--- src/rtl/mrf_pkg.sv ---
package mrf_pkg;
  // Registered bypass decision: a live write whose address matches a read.
  function automatic logic addr_hit(input logic we, input logic [31:0] wa,
                                    input logic [31:0] ra);
    return we && (wa == ra);
  endfunction
endpackage

--- src/rtl/mrf_dpram.sv ---
module mrf_dpram #(
  parameter int DW = 16,
  parameter int AW = 5
) (
  input  logic          clk,
  input  logic          rst,
  input  logic          a_we,
  input  logic [AW-1:0] a_addr,
  input  logic [DW-1:0] a_din,
  input  logic          b_en,
  input  logic [AW-1:0] b_addr,
  output logic [DW-1:0] b_dout
);
  localparam int DEPTH = 1 << AW;

  logic [DW-1:0] mem [DEPTH];

  // write port: blocked during reset
  always_ff @(posedge clk) begin
    if (a_we && !rst) mem[a_addr] <= a_din;
  end

  // read port: read-first, output register cleared by reset when enabled
  always_ff @(posedge clk) begin
    if (b_en) begin
      if (rst) b_dout <= '0;
      else     b_dout <= mem[b_addr];
    end
  end
endmodule

--- src/rtl/mrf_bypass.sv ---
module mrf_bypass
  import mrf_pkg::*;
#(
  parameter int DW = 16,
  parameter int AW = 5
) (
  input  logic          clk,
  input  logic          rst,
  input  logic          en,
  input  logic [AW-1:0] rd_addr,
  input  logic          wr_en,
  input  logic [AW-1:0] wr_addr,
  input  logic [DW-1:0] wr_data,
  input  logic [DW-1:0] mem_dout,
  output logic [DW-1:0] dout
);
  logic          hit_q;
  logic [DW-1:0] fwd_q;
  logic          clr_q;

  always_ff @(posedge clk) begin
    if (en) begin
      if (rst) begin
        hit_q <= 1'b0;
      end else begin
        hit_q <= addr_hit(wr_en, 32'(wr_addr), 32'(rd_addr));
        fwd_q <= wr_data;
      end
    end
  end

  assign dout = hit_q ? fwd_q : mem_dout;

  // reset observation flag for the clear check
  always_ff @(posedge clk) clr_q <= en && rst;


  always_comb begin
    if (clr_q) begin
      rst_clear_chk: assert (dout == '0);
    end
  end


  bypass_fwd_chk: assert property (@(posedge clk) disable iff (rst)
    (en && wr_en && rd_addr == wr_addr) |=> dout == $past(wr_data));


  hold_idle_chk: assert property (@(posedge clk) disable iff (rst)
    !en |=> $stable(dout));
endmodule

--- src/rtl/mrf_regfile.sv ---
module mrf_regfile #(
  parameter int NRD = 4,
  parameter int DW  = 16,
  parameter int AW  = 5
) (
  input  logic              clk,
  input  logic              rst,
  input  logic              wr_en,
  input  logic [AW-1:0]     wr_addr,
  input  logic [DW-1:0]     wr_data,
  input  logic [NRD-1:0]    rd_en,
  input  logic [NRD*AW-1:0] rd_addr,
  output logic [NRD*DW-1:0] rd_data
);
  for (genvar g = 0; g < NRD; g++) begin : g_port
    logic [DW-1:0] raw;

    mrf_dpram #(.DW(DW), .AW(AW)) u_copy (
      .clk    (clk),
      .rst    (rst),
      .a_we   (wr_en),
      .a_addr (wr_addr),
      .a_din  (wr_data),
      .b_en   (rd_en[g]),
      .b_addr (rd_addr[g*AW +: AW]),
      .b_dout (raw)
    );

    mrf_bypass #(.DW(DW), .AW(AW)) u_byp (
      .clk      (clk),
      .rst      (rst),
      .en       (rd_en[g]),
      .rd_addr  (rd_addr[g*AW +: AW]),
      .wr_en    (wr_en),
      .wr_addr  (wr_addr),
      .wr_data  (wr_data),
      .mem_dout (raw),
      .dout     (rd_data[g*DW +: DW])
    );

    if (g > 0) begin : g_same

      copies_agree_chk: assert property (@(posedge clk) disable iff (rst)
        (rd_en[0] && rd_en[g] && rd_addr[0 +: AW] == rd_addr[g*AW +: AW])
        |=> rd_data[0 +: DW] == rd_data[g*DW +: DW]);
    end
  end
endmodule

--- config.mk ---
export PLATFORM = sky130hd
export DESIGN_NAME = mrf_regfile
export DESIGN_NICKNAME = d
export VERILOG_FILES = /design/src/rtl/mrf_pkg.sv /design/src/rtl/mrf_dpram.sv /design/src/rtl/mrf_bypass.sv /design/src/rtl/mrf_regfile.sv
export SDC_FILE = /design/constraint.sdc
export NUM_CORES = 1
export LEC_CHECK = 0
export BUFFER_PORTS_ARGS = -buffer_cell sky130_fd_sc_hd__buf_2
export CORE_ASPECT_RATIO = 0.5
export CORE_MARGIN = 1.5
export CORE_UTILIZATION = 50
export CTS_BUF_LIST = sky130_fd_sc_hd__clkbuf_4
export DETAILED_ROUTE_END_ITERATION = 16
export GPL_ROUTABILITY_DRIVEN = 0
export PLACE_DENSITY = 0.67
export SYNTH_ARGS = -nofsm -noshare
export SYNTH_HDL_FRONTEND = slang
export SYNTH_SLANG_ARGS = --single-unit
--- constraint.sdc ---
create_clock -name clk -period 2.06 [get_ports clk]
set_input_delay 0.103 -clock clk [delete_from_list [all_inputs] [get_ports clk]]
set_output_delay 0.103 -clock clk [all_outputs]
set_load 0.02 [all_outputs]
==> impl_metrics.toml <==
[power]
peakVddDrop_mv = 0.4235
powerDensity_nw_per_um2 = 693.5
p_total_mw = 31.01
p_leak_nw = 15.71

[cells_and_area]
stdcell_area_um2 = 44720
final_util_pct = 60.93
instances_no_fill = 3658
n_fill_cell = 5235
drive_gt1_share_pct = 47.72
syn_to_final_growth_pct = 19.97
fin_nets = 2604

[timing]
rsz0062_at_grt = "true"
fin_ws_ns = -0.2429
period_needed_ns = 2.303
slew_headroom_pct = 29.44
report.final.slew_viol_count = 0
setup_viol = 66
hold_viol_final = 0
worstMarginPinSlew_ns = 1.056
whs_ns = 0.06625
fmaxAchievable_mhz = 434.2
period_share_pct = 111.8
setup_tns_ns = -6.328
skew_ns = 0.07397

[routing]
firstDrtPassIters = 6
avgRoutedWirePerCell_um = 37.62
ant_nets = 0
drt-total-wl_um = 137600
avgViaCountPerCell = 7.252
vias = 26530
drt-initial-drc-count = 4482
drc = 0

[grt]
antenna_found_initial = 12
grt_usage_pct = 36.18
grt_max_degree = 70
grt_pass1_wl_um = 192500
grt_overflow = 0
grt_pass1_vias = 25850

[synth]
syn_area_um2 = 37280
synthesis.instances = 2065
ys_seq_area_share_pct = 51.88
synth_nets = 2113
synth.distinct_cells = 37
yosys_register_bits = 644
yosysWarnings = 0
synth.avg_cell_area_um2 = 18.05

[placement]
hpwl_um = 94240
io_buffers = 111
post-place-cells = 3322
pre_cts_slack_ns = -0.3374
place_area_um2 = 41870

[clocking]
cts_root_buf = "clkbuf_4"
clk_latency_ns = 1.00
cts_buffers = 157
h-tree-depth = 4
cts.sinks = 644
cts.path.max_buffers = 3
tritoncts = "yes"
cts.clk_slew.worst_paths_ns = 0.07

[floorplanning]
die_area_um2 = 76300
num_rows = 70
start_util_pct = 50.79
die_h_um = 196.1
io_pins = 112
coreArea_um2 = 73400
die_w_um = 389.1

[setup_path]
critPathLaunchType = "flop"
critPathTopFamily = "multiplexers"
max_stage_delay_ns = 0.43
worstPathMaxFanout = 16
cp.arrival_ns = 2.20
cp_num_buf_inv = 2
required_ns = 1.96
endpoint_kind = "output port"
path_cells = "buf_12 > mux2_2 > buf_2"
crit_slowest_cell = "mux2_2"
critPathKind = "flop to output port"

[hold_path]
hp-class = "primary input to flop"

[run_status]
status = "complete, but fails checks"
violations = "negative setup slack"

[flow_run]
maxCapViolations = 0
==> flip-flops by register name (all words and copies together), names as in the netlist <==
| signal | flops |
|---|---|
| g_port.u_copy.mem | 512 |
| g_port.u_byp.hit_q | 4 |
| g_port.u_byp.fwd_q | 64 |
| g_port.u_copy.b_dout | 64 |
==> final cells by class <==
type | instances | area, um2 | area share, %
diodes | 10 | 25.02 | 0.05596
clock buffers | 225 | 1689 | 3.777
clock inverters | 54 | 260.3 | 0.5819
inverters | 4 | 15.01 | 0.03357
multi-input cells | 1210 | 16750 | 37.45
flip-flops and latches | 644 | 19340 | 43.24
well taps | 972 | 1216 | 2.719
repair buffers | 539 | 5430 | 12.14
==> repair_timing <==
item | 4_1_cts | 5_1_grt
setup endpoints to repair | 65 | 74
hold buffers | 43 | 0
gates resized for setup | 75 | 50
buffers inserted | 3 | 1
cloned | 2 | 0
endpoints found under the hold margin | 901 | 0
pin swaps | 0 | 3
==> worst register-to-register path, delay by kind of cell (launching register included) <==
| kind | cells | cell delay [ns] |
|---|---|---|
| mux | 2 | 0.71 |
| compound gates | 2 | 0.47 |
| flops | 1 | 0.44 |
| buf+inv | 1 | 0.20 |
==> kinds of logic (layout without fill, tap and decap cells) <==
logic type,Yosys count,count (layout),share of synthesized area [%]
mux,768,768,36.06
xor+xnor,20,20,0.4699
other cells,0,10,0
flops,644,644,51.88
buf+inv,211,822,3.840
compound gates,308,308,6.284
simple gates,114,114,1.470
==> routing by layer <==
metal	GRT usage [%]	wire, um
met5	0	44
met4	13.35	5417
met3	18.56	25310
met2	50.80	58410
met1	48.10	48430
==> cells in the mapped netlist (all sizes together) <==
library cell / n / area (um2)
a31oi: 64 / 400.4
mux2: 64 / 720.7
nand2: 25 / 93.84
mux2i: 256 / 2562
nor2: 49 / 188.9
and2: 4 / 25.03
clkbuf: 76 / 289.0
or3: 2 / 12.51
nand2b: 1 / 6.260
nand3: 1 / 5.000
mux4: 448 / 10160
xnor2: 16 / 140.1
a221o: 64 / 640.6
buf: 131 / 1127
or3b: 4 / 35.03
nand4b: 1 / 8.760
and2b: 4 / 30.03
o21ai: 52 / 260.3
nand4: 4 / 25.02
edfxtp: 644 / 19340
nor2b: 12 / 75.07
a221oi: 52 / 455.4
nand3b: 3 / 22.52
a22oi: 64 / 480.5
inv: 4 / 15.01
xor2: 4 / 35.03
o2111ai: 12 / 105.1
nor3: 4 / 20.02
==> layout by cell type (no fill, tap or decap), types with 5 or more instances in the layout <==
| master | n |
|---|---|
| o2111ai_1 | 12 |
| buf_12 | 102 |
| inv_2 | 8 |
| a22oi_1 | 64 |
| diode_2 | 10 |
| buf_2 | 66 |
| a221oi_1 | 52 |
| nand2_1 | 25 |
| a221o_2 | 5 |
| clkbuf_4 | 225 |
| edfxtp_1 | 644 |
| mux4_2 | 430 |
| buf_6 | 44 |
| nor2_1 | 16 |
| mux2_2 | 32 |
| nor2b_1 | 12 |
| mux2i_1 | 252 |
| a221o_1 | 59 |
| nor2_2 | 33 |
| mux2_4 | 32 |
| buf_4 | 284 |
| xnor2_1 | 16 |
| mux4_1 | 18 |
| a31oi_1 | 62 |
| o21ai_0 | 51 |
| dlygate4sd3_1 | 43 |
| clkinv_1 | 44 |
==> worst paths after layout <==
kind | startpoint | endpoint | slack (ns) | cells after the start
hold reg to reg | g_port[1].u_copy.mem[26][1] | g_port[1].u_copy.b_dout[1] | 0.86 | 4
setup / recovery | g_port[1].u_byp.hit_q | rd_data[17] | -0.24 | 3
hold / removal | rd_addr[11] | g_port[2].u_copy.b_dout[2] | 0.07 | 5
setup reg to reg | g_port[2].u_copy.mem[3][12] | g_port[0].u_copy.b_dout[12] | -0.02 | 5
==> where the power goes <==
| group | total [mW] | leakage [nW] | internal, mW | switching (mW) |
|---|---|---|---|---|
| clock network | 10.9 | 1.17 | 5.27 | 5.59 |
| logic | 5.28 | 8.64 | 2.35 | 2.92 |
| registers | 14.9 | 5.90 | 14.7 | 0.164 |
| total | 31.0 | 15.7 | 22.3 | 8.68 |
No activity file was read; power rests on OpenSTA's default activity.
